## config.mk

```make
export PLATFORM = sky130hd
export DESIGN_NAME = tmode_ctrl
export DESIGN_NICKNAME = d
export VERILOG_FILES = /design/src/rtl/tmode_pkg.sv /design/src/rtl/tmode_sync.sv /design/src/rtl/tmode_tick.sv /design/src/rtl/tmode_qual.sv /design/src/rtl/tmode_fsm.sv /design/src/rtl/tmode_ctrl.sv
export SDC_FILE = /design/constraint.sdc
export NUM_CORES = 1
export LEC_CHECK = 0
export BUFFER_PORTS_ARGS = -buffer_cell sky130_fd_sc_hd__buf_2
export CORE_MARGIN = 2
export CORE_UTILIZATION = 45
export DETAILED_ROUTE_END_ITERATION = 7
export SYNTH_ARGS = -nofsm -noshare
export SYNTH_HDL_FRONTEND = slang
export SYNTH_HIERARCHICAL = 1
export SYNTH_SLANG_ARGS = --single-unit
export TNS_END_PERCENT = 50
```

## constraint.sdc

```tcl
create_clock -name clk -period 1.6 [get_ports clk]
set_input_delay 0 -clock clk [delete_from_list [all_inputs] [get_ports clk]]
set_output_delay 0 -clock clk [all_outputs]
set_load 0.01 [all_outputs]
```

## src/rtl/tmode_pkg.sv

```systemverilog
package tmode_pkg;

   typedef enum logic [1:0] {
      MODE_FREE = 2'b00,
      MODE_REF1 = 2'b01,
      MODE_REF2 = 2'b10,
      MODE_HOLD = 2'b11
   } mode_e;

   function automatic logic is_ref(mode_e m);
      return (m == MODE_REF1) || (m == MODE_REF2);
   endfunction

endpackage

```

## src/rtl/tmode_sync.sv

```systemverilog
// Multi-stage synchronizer with asynchronous clear; also used as a reset
// synchronizer by tying d high.
module tmode_sync #(
   parameter int               WIDTH  = 1,
   parameter int               STAGES = 2,
   parameter logic [WIDTH-1:0] INIT   = '0
) (
   input  logic             clk,
   input  logic             arst_n,
   input  logic [WIDTH-1:0] d,
   output logic [WIDTH-1:0] q
);

   generate
      if (STAGES < 2) begin : g_bad_stages
         $error("tmode_sync: STAGES must be at least 2");
      end
      if (WIDTH < 1) begin : g_bad_width
         $error("tmode_sync: WIDTH must be at least 1");
      end
   endgenerate

   logic [STAGES-1:0][WIDTH-1:0] stg;

   always_ff @(posedge clk or negedge arst_n) begin
      if (!arst_n) stg <= {STAGES{INIT}};
      else         stg <= {stg[STAGES-2:0], d};
   end

   assign q = stg[STAGES-1];

endmodule

```

## src/rtl/tmode_tick.sv

```systemverilog
// Divides the timebase pulse down to a registered millisecond tick.
module tmode_tick #(
   parameter int DIV = 1000
) (
   input  logic clk,
   input  logic rst_n,
   input  logic tick_in,
   output logic ms_tick
);

   generate
      if (DIV < 1) begin : g_bad_div
         $error("tmode_tick: DIV must be at least 1");
      end

      if (DIV == 1) begin : g_direct
         logic ms_q;
         always_ff @(posedge clk or negedge rst_n) begin
            if (!rst_n) ms_q <= 1'b0;
            else        ms_q <= tick_in;
         end
         assign ms_tick = ms_q;
      end else begin : g_divided
         localparam int            CW   = $clog2(DIV);
         localparam logic [CW-1:0] LAST = CW'(DIV - 1);
         logic [CW-1:0] cnt;
         logic          ms_q;
         always_ff @(posedge clk or negedge rst_n) begin
            if (!rst_n) begin
               cnt  <= '0;
               ms_q <= 1'b0;
            end else begin
               ms_q <= tick_in && (cnt == LAST);
               if (tick_in) cnt <= (cnt == LAST) ? '0 : cnt + 1'b1;
            end
         end
         assign ms_tick = ms_q;

         // with a ratio above one, two ticks never come back to back
         assert_tick_spacing_R3: assert property (@(posedge clk) disable iff (!rst_n)
            ms_tick |=> !ms_tick);
      end
   endgenerate

endmodule

```

## src/rtl/tmode_qual.sv

```systemverilog
// Accepts a synchronized control word only after it has been stable for
// QUAL_MS+1 millisecond ticks.
module tmode_qual
   import tmode_pkg::*;
#(
   parameter int QUAL_MS = 2
) (
   input  logic  clk,
   input  logic  rst_n,
   input  logic  ms_tick,
   input  mode_e ctrl_s,
   output mode_e qual
);

   generate
      if (QUAL_MS < 1) begin : g_bad_qual
         $error("tmode_qual: QUAL_MS must be at least 1");
      end
   endgenerate

   localparam int            QW    = $clog2(QUAL_MS + 1);
   localparam logic [QW-1:0] QLAST = QW'(QUAL_MS);

   mode_e         cand_q;
   mode_e         qual_q;
   logic [QW-1:0] cnt;

   always_ff @(posedge clk or negedge rst_n) begin
      if (!rst_n) begin
         cand_q <= MODE_FREE;
         qual_q <= MODE_FREE;
         cnt    <= '0;
      end else if (ctrl_s != cand_q) begin
         cand_q <= ctrl_s;
         cnt    <= '0;
      end else if (ms_tick) begin
         if (cnt == QLAST) qual_q <= cand_q;
         else              cnt    <= cnt + 1'b1;
      end
   end

   assign qual = qual_q;

   // a new qualified value must come from a candidate that ran out its window
   assert_qual_window_R3: assert property (@(posedge clk) disable iff (!rst_n)
      (qual_q != $past(qual_q)) |-> ($past(cnt) == QLAST && $past(cand_q) == qual_q));

   // the qualified value never moves while the candidate is being replaced
   assert_qual_hold_R4: assert property (@(posedge clk) disable iff (!rst_n)
      (ctrl_s != cand_q) |=> $stable(qual_q));

endmodule

```

## src/rtl/tmode_fsm.sv

```systemverilog
// Mode register, fast-acquisition timer and alarm decode.
module tmode_fsm
   import tmode_pkg::*;
#(
   parameter int ACQ_MS = 100000
) (
   input  logic  clk,
   input  logic  rst_n,
   input  logic  ms_tick,
   input  mode_e qual,
   input  logic  lor,
   input  logic  phase_err,
   output mode_e status,
   output logic  fast_acq,
   output logic  alarm
);

   generate
      if (ACQ_MS < 2) begin : g_bad_acq
         $error("tmode_fsm: ACQ_MS must be at least 2");
      end
   endgenerate

   localparam int            AW       = $clog2(ACQ_MS);
   localparam logic [AW-1:0] ACQ_LAST = AW'(ACQ_MS - 1);

   mode_e         mode_q;
   logic          acq_q;
   logic [AW-1:0] acq_cnt;
   logic          in_ref;

   assign in_ref = is_ref(mode_q);

   always_ff @(posedge clk or negedge rst_n) begin
      if (!rst_n) begin
         mode_q  <= MODE_FREE;
         acq_q   <= 1'b0;
         acq_cnt <= '0;
      end else if (qual != mode_q) begin
         mode_q  <= qual;
         acq_q   <= is_ref(qual);
         acq_cnt <= '0;
      end else if (in_ref) begin
         if (!acq_q) begin
            if (phase_err && !lor) begin
               acq_q   <= 1'b1;
               acq_cnt <= '0;
            end
         end else if (ms_tick && !lor) begin
            if (acq_cnt == ACQ_LAST) acq_q   <= 1'b0;
            else                     acq_cnt <= acq_cnt + 1'b1;
         end
      end
   end

   assign status   = mode_q;
   assign fast_acq = acq_q;
   assign alarm    = !in_ref || acq_q || lor;

   // a newly entered reference mode always begins in fast acquisition
   assert_entry_acq_R5: assert property (@(posedge clk) disable iff (!rst_n)
      (mode_q != $past(mode_q) && in_ref) |-> acq_q);

   // the acquisition timer is frozen while the reference is lost
   assert_lor_freeze_R8: assert property (@(posedge clk) disable iff (!rst_n)
      (lor && acq_q && qual == mode_q) |=> (acq_q && $stable(acq_cnt)));

   // a phase error in locked operation restarts acquisition from zero
   assert_perr_restart_R7: assert property (@(posedge clk) disable iff (!rst_n)
      (in_ref && !acq_q && phase_err && !lor && qual == mode_q) |=> (acq_q && acq_cnt == '0));

endmodule

```

## src/rtl/tmode_ctrl.sv

```systemverilog
// Operating-mode controller for a network clock module.
module tmode_ctrl
   import tmode_pkg::*;
#(
   parameter int TICKS_PER_MS = 1000,
   parameter int QUAL_MS      = 2,
   parameter int ACQ_MS       = 100000,
   parameter int SYNC_STAGES  = 2
) (
   input  logic clk,
   input  logic rst_n,
   input  logic tb_tick,
   input  logic ctrl_a,
   input  logic ctrl_b,
   input  logic tristate,
   input  logic lor,
   input  logic phase_err,
   output logic status0,
   output logic status1,
   output logic mode_alarm,
   output logic fast_acq,
   output logic out_en
);

   logic       rst_i;
   logic [2:0] pins_s;
   logic       ms_tick;
   mode_e      qual;
   mode_e      status;

   tmode_sync #(.WIDTH(1), .STAGES(SYNC_STAGES), .INIT(1'b0)) u_rst_sync (
      .clk(clk), .arst_n(rst_n), .d(1'b1), .q(rst_i));

   tmode_sync #(.WIDTH(3), .STAGES(SYNC_STAGES), .INIT(3'b000)) u_pin_sync (
      .clk(clk), .arst_n(rst_i), .d({tristate, ctrl_b, ctrl_a}), .q(pins_s));

   tmode_tick #(.DIV(TICKS_PER_MS)) u_tick (
      .clk(clk), .rst_n(rst_i), .tick_in(tb_tick), .ms_tick(ms_tick));

   tmode_qual #(.QUAL_MS(QUAL_MS)) u_qual (
      .clk(clk), .rst_n(rst_i), .ms_tick(ms_tick),
      .ctrl_s(mode_e'(pins_s[1:0])), .qual(qual));

   tmode_fsm #(.ACQ_MS(ACQ_MS)) u_fsm (
      .clk(clk), .rst_n(rst_i), .ms_tick(ms_tick), .qual(qual),
      .lor(lor), .phase_err(phase_err),
      .status(status), .fast_acq(fast_acq), .alarm(mode_alarm));

   assign status0 = status[0];
   assign status1 = status[1];
   assign out_en  = !pins_s[2];

   // fast acquisition only ever appears inside a reference mode
   assert_acq_in_ref_R6: assert property (@(posedge clk) disable iff (!rst_i)
      fast_acq |-> (status0 ^ status1));

   // free run and holdover always carry the alarm
   assert_alarm_nonref_R6: assert property (@(posedge clk) disable iff (!rst_i)
      (status0 == status1) |-> mode_alarm);

   // acquisition always carries the alarm
   assert_alarm_acq_R6: assert property (@(posedge clk) disable iff (!rst_i)
      fast_acq |-> mode_alarm);

endmodule

```

==> summary.md, run 1 <==
| Metric | Value |
|---|---|
| Htree depth | 2 |
| Die W | 74.8 um |
| Maximum vdd drop | 0.000699 V |
| Final WL | 4210 um |
| Starting density of the core | 0.471 |
| Clock slew at reported path FFs | 0.09 ns |
| Hold Vio Cnt, Final | 0 |
| Final #Nets | 291 |
| Crit path cell chain | or4_4 -> or4_4 -> nand4b_4 -> or4_4 -> xor2_1 -> nor2_1 |
| YS warnings | 6 |
| IO buf count | 12 |
| Tot Pwr | 2.38 mW |
| Violated checks | setup timing |
| CP max stage delay | 0.57 ns |
| Final core occ | 0.606 |
| Leakage power | 1.32 nW |
| Clock buffer depth | 2 |
| Num CTS Buffers | 5 |
| Initial antenna violation count | 0 |
| Clock Sink Count | 45 |
| Remaining DRCs | 0 |
| Post-CTS setup buffers | 0 |
| Status | finished with violations |
| Via density | 4.97 |
| Antenna cells | 0 |
| Max Cap Viol | 0 |
| Post-layout worst setup margin | -0.519 ns |
| Synth Instances | 226 |
| Sequential share of the synthesized area | 0.500 |
| Core Rows | 25 |
| Arr. time, crit path | 2.31 ns |
| Period utilisation layout | 1.32 |
| Number of global-route vias before repair | 1676 |
| Buffer and inverter count on the worst path | 0 |
| RSZ-0062 raised after global routing | true |
| Total number of vias | 1730 |
| Reg2reg path depth | 6 |
| Hpwl dp | 3010 um |
| Core Area | 4790 sq um |
| WP data required | 1.79 ns |
| Synth top area share | 0.500 |
| Net Count, Synth | 237 |
| Top FF cell, synth | dfrtp_1 |
| Synth area leaders | dfrtp_1 (50%), xnor2_1 (5.8%), nand2_1 (3.7%), nor2_1 (3.3%), nand3_1 (2.9%) |
| Total die area | 5590 sq um |
| Post-DRT Antenna Nets | 0 |
| Critical path startpoint category | flip-flop |
| Setup Skew | 0.00877 ns |
| 1st-iter DRT viols | 120 |
| Total Routing Usage GR | 0.175 |
| Final setup fails | 18 |
| Critical Path Fanout Max | 7 |
| Power density over the cells | 820 nW/um^2 |
| Critical path type | reg2reg |
| Share of cells above drive strength 1 | 0.295 |
| Area delta synth->final | 28.7% |
| Area leader, netlist | dfrtp_1 |
| WL/cell | 12.1 um |
| Family with the most delay on the worst path | simple AND/OR/NAND/NOR gates |
| Ys async rst share | 1.00 |
| Final Max Tran Viols | 0 |
| Crit-path slowest cell | or4_4 |
| Min-delay worst type | reg2async |
| Largest net degree at the start of global routing | 35 |
| Clk root buf | clkbuf_8 |
| Levels on crit path | 6 |
| # IOs | 13 |
| DR pass1 iterations | 4 |
| Clk Latency, worst-skew pair | 0.30 ns |
| Fmax | 472 MHz |
| CTS tree | built |
| Most used cell, CP | or4_4 |
| Remaining global-route overflow | 0 |
| First-pass GRT wire length | 7380 um |
| Tmin final | 2.12 ns |
| GP Congestion | 0.830 |
| Synth Area per Inst | 9.97 sq um |
| Setup crit end kind | flip-flop |
| Yosys cell types | 43 |
| Post-synthesis cell area | 2250 sq um |
| Number of flops mapped to enable cells by yosys | 0 |
| Die height | 74.8 um |
| Number of synthesized register bits | 45 |
-- kinds of logic after synthesis --
kind of cell,share of synthesized area
flops,0.500
buf+inv,0.0383
mux,0.0267
other cells,0.00166
compound gates,0.0683
xor+xnor,0.0816
fa+ha+maj,0.0167
simple gates,0.267
-- what timing repair did --
action                                 in CTS  in global routing
endpoints found under the hold margin       8                  0
resized for setup                           6                  4
hold buffers                                7                  0
cloned                                      1                  0
pin swaps                                  12                  8
setup endpoints to repair                  18                 19
-- final cells by class --
type	instances	area, sq um
repair buffers	58	443
multi-input cells	162	1100
well taps	67	83.8
fillers	434	1890
inverters	8	30.0
flip-flops and latches	45	1130
clock buffers	5	68.8
clock inverters	3	47.5
-- sequential cells by signal, indices dropped and copies added (netlist names), 2 cells and up --
| register | flops |
|---|---|
| u_pin_sync/q | 3 |
| u_qual/qual | 2 |
| u_pin_sync/stg | 3 |
| u_qual/cand_q | 2 |
| u_qual/cnt | 2 |
| u_fsm/acq_cnt | 17 |
| u_fsm/status | 2 |
| u_tick/g_divided.cnt | 10 |
-- placed cells by master, fill, tap and decap left out, drive strengths merged, types with 3 or more instances in the layout --
| cell | count |
|---|---|
| a21oi | 9 |
| buf | 51 |
| clkbuf | 5 |
| dfrtp | 45 |
| dlygate4sd3 | 7 |
| ha | 3 |
| inv | 10 |
| mux2i | 3 |
| nand2 | 23 |
| nand2b | 3 |
| nand3 | 13 |
| nand4 | 6 |
| nor2 | 22 |
| nor3 | 6 |
| nor4 | 7 |
| o21ai | 11 |
| or2 | 3 |
| or3 | 4 |
| or4 | 6 |
| xnor2 | 15 |
| xor2 | 6 |
-- worst paths after layout --
kind                                    from                 to  slack [ns]
max in group asynchronous              rst_n       u_rst_sync/q        0.93
max                        u_fsm/acq_cnt[11]  u_fsm/acq_cnt[12]       -0.52
min reg2reg                     u_rst_sync/q  u_pin_sync/stg[0]        0.13
min                             u_rst_sync/q  u_pin_sync/stg[0]        0.13
min in group clk                         lor     u_fsm/fast_acq        0.17
max reg2reg                u_fsm/acq_cnt[11]  u_fsm/acq_cnt[12]       -0.52
-- Yosys cell counts (3+ instances only) --
master    instances
dfrtp_1          45
nand2_1          22
nor2_1           20
xnor2_1          15
nand3_1          13
a21oi_1           9
clkbuf_1          9
inv_1             8
o21ai_0           8
nor4_1            7
nor3_1            6
xor2_1            6
nand4_1           5
or4_1             5
or3_1             4
buf_4             3
ha_1              3
mux2i_1           3
nand2b_1          3
-- through the flow --
| stage | cell area (sq um) | worst slack, ns | setup TNS (ns) | hold slack [ns] | instances |
|---|---|---|---|---|---|
| 3_3_place_gp | 2650 | -0.505 | -8.10 | -0.214 | 332 |
| 5_1_grt | 2900 | -0.572 | -9.37 | 0.157 | 348 |
| 2_1_floorplan | 2260 | -0.460 | -6.74 | -0.296 | 226 |
| 4_1_cts | 2870 | -0.544 | -8.81 | 0.141 | 348 |
| 3_5_place_dp | 2650 | -0.531 | -8.35 | -0.212 | 332 |
| 6_report | 2900 | -0.519 | -8.22 | 0.132 | 348 |
-- power breakdown --
| group | internal (mW) | leakage [nW] | switching [mW] | total, mW |
|---|---|---|---|---|
| Clock | 0.476 | 0.0591 | 0.409 | 0.886 |
| Combinational | 0.0954 | 0.675 | 0.0847 | 0.180 |
| Sequential | 1.21 | 0.590 | 0.0990 | 1.31 |
| Total | 1.79 | 1.32 | 0.593 | 2.38 |
-- worst reg2reg max path, stage by stage (launching register included) --
cell and delay (ns):
dfrtp_1 0.39, or4_4 0.54, or4_4 0.57, nand4b_4 0.18, or4_4 0.15, xor2_1 0.13, nor2_1 0.06
-- per-layer routing --
layer  vias to the layer above  wire length, um  GRT usage
li1                        899                -          -
met5                         -                0          0
met3                         5               92     0.0361
met4                         0               55     0.0595
met1                       807             2090      0.234
met2                        19             1980      0.287
No activity file was read; power rests on OpenSTA's default activity.
==> run 2, diff against run 1 <==
--- a/config.mk
+++ b/config.mk
@@ -9,6 +9,7 @@
 export CORE_MARGIN = 2
 export CORE_UTILIZATION = 45
 export DETAILED_ROUTE_END_ITERATION = 7
+export SKIP_CTS_REPAIR_TIMING = 1
 export SYNTH_ARGS = -nofsm -noshare
 export SYNTH_HDL_FRONTEND = slang
 export SYNTH_HIERARCHICAL = 1
==> summary.md, run 2 (synthesis results as in run 1) <==
| Metric | Value |
|---|---|
| Final setup fails | 18 |
| Die W | 74.8 um |
| Core Rows | 25 |
| Reg2reg path depth | 7 |
| Final #Nets | 294 |
| Starting density of the core | 0.471 |
| Die height | 74.8 um |
| Remaining global-route overflow | 0 |
| Critical path type | reg2reg |
| Core Area | 4790 sq um |
| Initial antenna violation count | 0 |
| Clock Sink Count | 45 |
| Placed insts | 332 |
| Total Routing Usage GR | 0.166 |
| Share of cells above drive strength 1 | 0.296 |
| Leakage power | 1.32 nW |
| Largest net degree at the start of global routing | 35 |
| Maximum vdd drop | 0.000694 V |
| R2R Setup Slk | -0.58 ns |
| Status | finished with violations |
| Num CTS Buffers | 5 |
| Htree depth | 2 |
| Hpwl dp | 3010 um |
| Post-DRT Antenna Nets | 0 |
| Area of the multi-input gates | 1060 sq um |
| Top flop regs | u_fsm/acq_cnt x17, u_tick/g_divided.cnt x10 |
| CTS tree | built |
| Number of global-route vias before repair | 1580 |
| GP Congestion | 0.830 |
| DR pass1 iterations | 4 |
| Via density | 4.96 |
| Fin cells | 351 |
| Min-delay worst type | reg2async |
| Arr. time, crit path | 2.37 ns |
| Max Cap Viol | 0 |
| Total die area | 5590 sq um |
| 1st-iter DRT viols | 135 |
| Crit-path slowest cell | or4_4 |
| Violated checks | setup timing |
| Final core occ | 0.603 |
| Antenna cells | 0 |
| Clock slew at reported path FFs | 0.09 ns |
| Critical path startpoint category | flip-flop |
| Most frequent cells in the layout | dfrtp_1 (44), buf_4 (41), nand2_1 (22) |
| Tmin final | 2.18 ns |
| First-pass GRT wire length | 7020 um |
| Period utilisation layout | 1.36 |
| Setup crit end kind | flip-flop |
| Setup Skew | 0.00486 ns |
| Max FFs per register | 17 |
| Clock buffer depth | 2 |
| IO buf count | 12 |
| Final Max Tran Viols | 0 |
| Clk Latency, worst-skew pair | 0.30 ns |
| Fmax | 458 MHz |
| Post-layout worst setup margin | -0.584 ns |
| Hold Vio Cnt, Final | 0 |
| Remaining DRCs | 0 |
| Top reg by flops | u_fsm/acq_cnt |
| Setup TNS | -9.33 ns |
| Commonest non-fill, non-tap cell in the layout | dfrtp_1 |
| Area delta synth->final | 28.2% |
| # IOs | 13 |
| Crit path cell chain | or4b_4 -> or4_4 -> nor2_8 -> buf_6 -> nor3_1 -> xnor2_1 -> nor2_1 |
| Power density over the cells | 823 nW/um^2 |
| Clk root buf | clkbuf_8 |
| Register area | 1130 sq um |
| RSZ-0062 raised after global routing | true |
| Total number of vias | 1740 |
| WP data required | 1.79 ns |
| CP max stage delay | 0.58 ns |
| Critical Path Fanout Max | 6 |
| Layout fillers | 435 |
| Final WL | 4220 um |
| Tot Pwr | 2.38 mW |
| WL/cell | 12.0 um |
## run 2: per-layer routing
metal  wire length (um)  part of all wire  global-route usage
met1               2110              0.50               0.230
met2               1960              0.46               0.259
met3                 95             0.023              0.0361
met4                 55             0.013              0.0595
met5                  0                 0                   0
## run 2: worst paths after layout
check,start,to
max in group asynchronous,rst_n,u_rst_sync/q
worst min-delay path,u_rst_sync/q,u_pin_sync/stg[0]
worst max register to register,u_fsm/acq_cnt[13],u_fsm/acq_cnt[7]
min in group clk,lor,u_fsm/fast_acq
worst max-delay path,u_fsm/acq_cnt[13],u_fsm/acq_cnt[7]
worst min register to register,u_rst_sync/q,u_pin_sync/stg[0]
## run 2: report_power, final
group          total, mW  leakage, nW  switching [mW]  internal (mW)
registers           1.31        0.590          0.0991           1.21
clock network      0.884       0.0591           0.408          0.476
logic              0.180        0.674          0.0845         0.0954
## run 2: critical path, delay by kind of cell (launching register included)
| kind | cells | cell delay [ns] |
|---|---|---|
| buffers and inverters | 1 | 0.13 |
| xor gates and xnor gates | 1 | 0.16 |
| DFF | 1 | 0.38 |
| and+or+nand+nor | 5 | 1.41 |
## run 2: area by class of cell
class / instances / area share
sequential: 45 / 0.390
multi-input combinational: 161 / 0.367
timing repair buffer: 62 / 0.162
tap: 67 / 0.0290
clock buffer: 5 / 0.0238
clock inverter: 3 / 0.0165
inverter: 8 / 0.0104
## run 2: through the flow
step / hold WS, ns / setup slack [ns] / cell area [sq um]
after detailed placement: -0.212 / -0.531 / 2650
after global placement: -0.214 / -0.505 / 2650
after global routing: 0.157 / -0.652 / 2890
final: 0.133 / -0.584 / 2890
after floorplan: -0.296 / -0.460 / 2260
after CTS: -0.551 / -0.556 / 2770
==> run 3, diff against run 2 <==
--- a/config.mk
+++ b/config.mk
@@ -8,6 +8,7 @@
 export BUFFER_PORTS_ARGS = -buffer_cell sky130_fd_sc_hd__buf_2
 export CORE_MARGIN = 2
 export CORE_UTILIZATION = 45
+export CTS_BUF_LIST = sky130_fd_sc_hd__clkbuf_4
 export DETAILED_ROUTE_END_ITERATION = 7
 export SKIP_CTS_REPAIR_TIMING = 1
 export SYNTH_ARGS = -nofsm -noshare
==> constraint.sdc (replaced) <==
create_clock -name clk -period 1.6 [get_ports clk]
set_input_delay 0.32 -clock clk [delete_from_list [all_inputs] [get_ports clk]]
set_output_delay 0.32 -clock clk [all_outputs]
set_load 0.01 [all_outputs]
==> summary.md, run 3 (synthesis results as in run 1) <==
| Metric | Value |
|---|---|
| Tot Pwr | 2.05 mW |
| Htree depth | 2 |
| Setup Skew | 0.00548 ns |
| Max FFs per register | 17 |
| Post-DRT Antenna Nets | 0 |
| Area delta synth->final | 25.5% |
| First-pass GRT wire length | 7160 um |
| Top flop regs | u_fsm/acq_cnt x17, u_tick/g_divided.cnt x10 |
| Core Rows | 25 |
| CTS tree | built |
| Setup crit end | u_fsm/acq_cnt[12] |
| Final setup fails | 19 |
| Most frequent cells in the layout | dfrtp_1 (44), buf_4 (36), nand2_1 (22) |
| Layout fillers | 429 |
| Critical path startpoint category | flip-flop |
| Final WL | 4140 um |
| Worst reg2reg startpoint | u_fsm/acq_cnt[13] |
| R2R Setup Slk | -0.54 ns |
| Core Area | 4790 sq um |
| Leakage power | 1.29 nW |
| Min-delay worst type | in2reg |
| Area of the multi-input gates | 1110 sq um |
| Critical path type | reg2reg |
| Reg2reg end | u_fsm/acq_cnt[12] |
| Final Max Tran Viols | 0 |
| Clk root buf | clkbuf_4 |
| Reg2reg path depth | 6 |
| Num CTS Buffers | 5 |
| Starting density of the core | 0.471 |
| Die height | 74.8 um |
| Via density | 5.05 |
| 1st-iter DRT viols | 103 |
| Final #Nets | 288 |
| Buffer and inverter count on the worst path | 0 |
| Pre-CTS setup slack | -0.516 ns |
| Setup crit end kind | flip-flop |
| Clock buffer depth | 2 |
| Power density over the cells | 727 nW/um^2 |
| Fin area | 2830 sq um |
| Initial antenna violation count | 0 |
| Register area | 1130 sq um |
| Top reg by flops | u_fsm/acq_cnt |
| Maximum vdd drop | 0.000506 V |
| Status | finished with violations |
| Fmax | 467 MHz |
| Tmin final | 2.14 ns |
| Largest net degree at the start of global routing | 35 |
| Violated checks | setup timing |
| GP Congestion | 0.828 |
| Antenna cells | 0 |
| Total number of vias | 1741 |
| Hold Vio Cnt, Final | 0 |
| Die W | 74.8 um |
| Crit-path slowest cell | or4_4 |
| Family with the most delay on the worst path | simple AND/OR/NAND/NOR gates |
| Remaining global-route overflow | 0 |
| # IOs | 13 |
| Total die area | 5590 sq um |
| Levels on crit path | 6 |
| Most used cell, CP | or4_4 |
| Share of cells above drive strength 1 | 0.313 |
| Crit path cell chain | or4b_4 -> or4_4 -> nand4b_4 -> or4_4 -> xor2_1 -> nor2_1 |
| Remaining DRCs | 0 |
| Critical Path Fanout Max | 7 |
| Worst Setup SP | u_fsm/acq_cnt[13] |
| Arr. time, crit path | 2.40 ns |
| CP max stage delay | 0.60 ns |
| Clock Sink Count | 45 |
| Hpwl dp | 3040 um |
| WL/cell | 12.0 um |
| Placed Area | 2660 sq um |
| Max Cap Viol | 0 |
| Commonest non-fill, non-tap cell in the layout | dfrtp_1 |
| Total Routing Usage GR | 0.169 |
| WP data required | 1.86 ns |
| Clock slew at reported path FFs | 0.14 ns |
| Clk Latency, worst-skew pair | 0.35 ns |
| RSZ-0062 raised after global routing | true |
| Number of global-route vias before repair | 1648 |
| Post-layout worst setup margin | -0.543 ns |
| IO buf count | 12 |
| Period utilisation layout | 1.34 |
| DR pass1 iterations | 4 |
## run 3: cell count changes in the layout (fill, tap and decap cells not counted), sizes merged
cell and delta:
buf -2, clkinvlp +1, bufinv -1, clkinv +1, dlygate4sd3 -5, nor2 +1, inv -1
## run 3: final cells by class
cell class,instances,area share
clock buffers,5,0.0133
multi-input cells,162,0.392
inverters,8,0.0106
flip-flops and latches,45,0.399
clock inverters,3,0.00885
repair buffers,55,0.147
well taps,67,0.0296
## run 3: worst min-delay path by stage
stage,startpoint,to,slack [ns],cells past startpoint
floorplan,rst_n,u_rst_sync/q,0.02,0
global placement,rst_n,u_rst_sync/stg[0],0.11,1
detailed placement,rst_n,u_rst_sync/stg[0],0.11,1
CTS,rst_n,u_rst_sync/q,-0.31,1
global route,tristate,u_pin_sync/stg[2],0.001,1
finish,tristate,u_pin_sync/stg[2],0.06,1
## run 3: report_power, final
| group | total [mW] | switching (mW) | internal [mW] | leakage, nW |
|---|---|---|---|---|
| Clock | 0.566 | 0.387 | 0.180 | 0.0318 |
| Combinational | 0.175 | 0.0851 | 0.0898 | 0.671 |
| Sequential | 1.31 | 0.0991 | 1.21 | 0.590 |
## run 3: routing by layer
metal  global-route usage  vias to the layer above  wire length [um]
li1                     -                      886                 -
met1                0.216                      825              2010
met2                0.278                       24              1960
met3               0.0455                        6               102
met4               0.0575                        0                60
met5                    0                        -                 0
## run 3: through the flow
stage	instances	hold slack, ns	setup TNS [ns]	util
CTS	341	-0.314	-8.77	0.569
floorplan	226	0.0244	-6.74	-
detailed placement	333	0.108	-8.22	0.556
finish	345	0.0585	-8.82	0.591
global placement	333	0.106	-8.11	0.556
global route	345	0.00108	-10.10	0.591
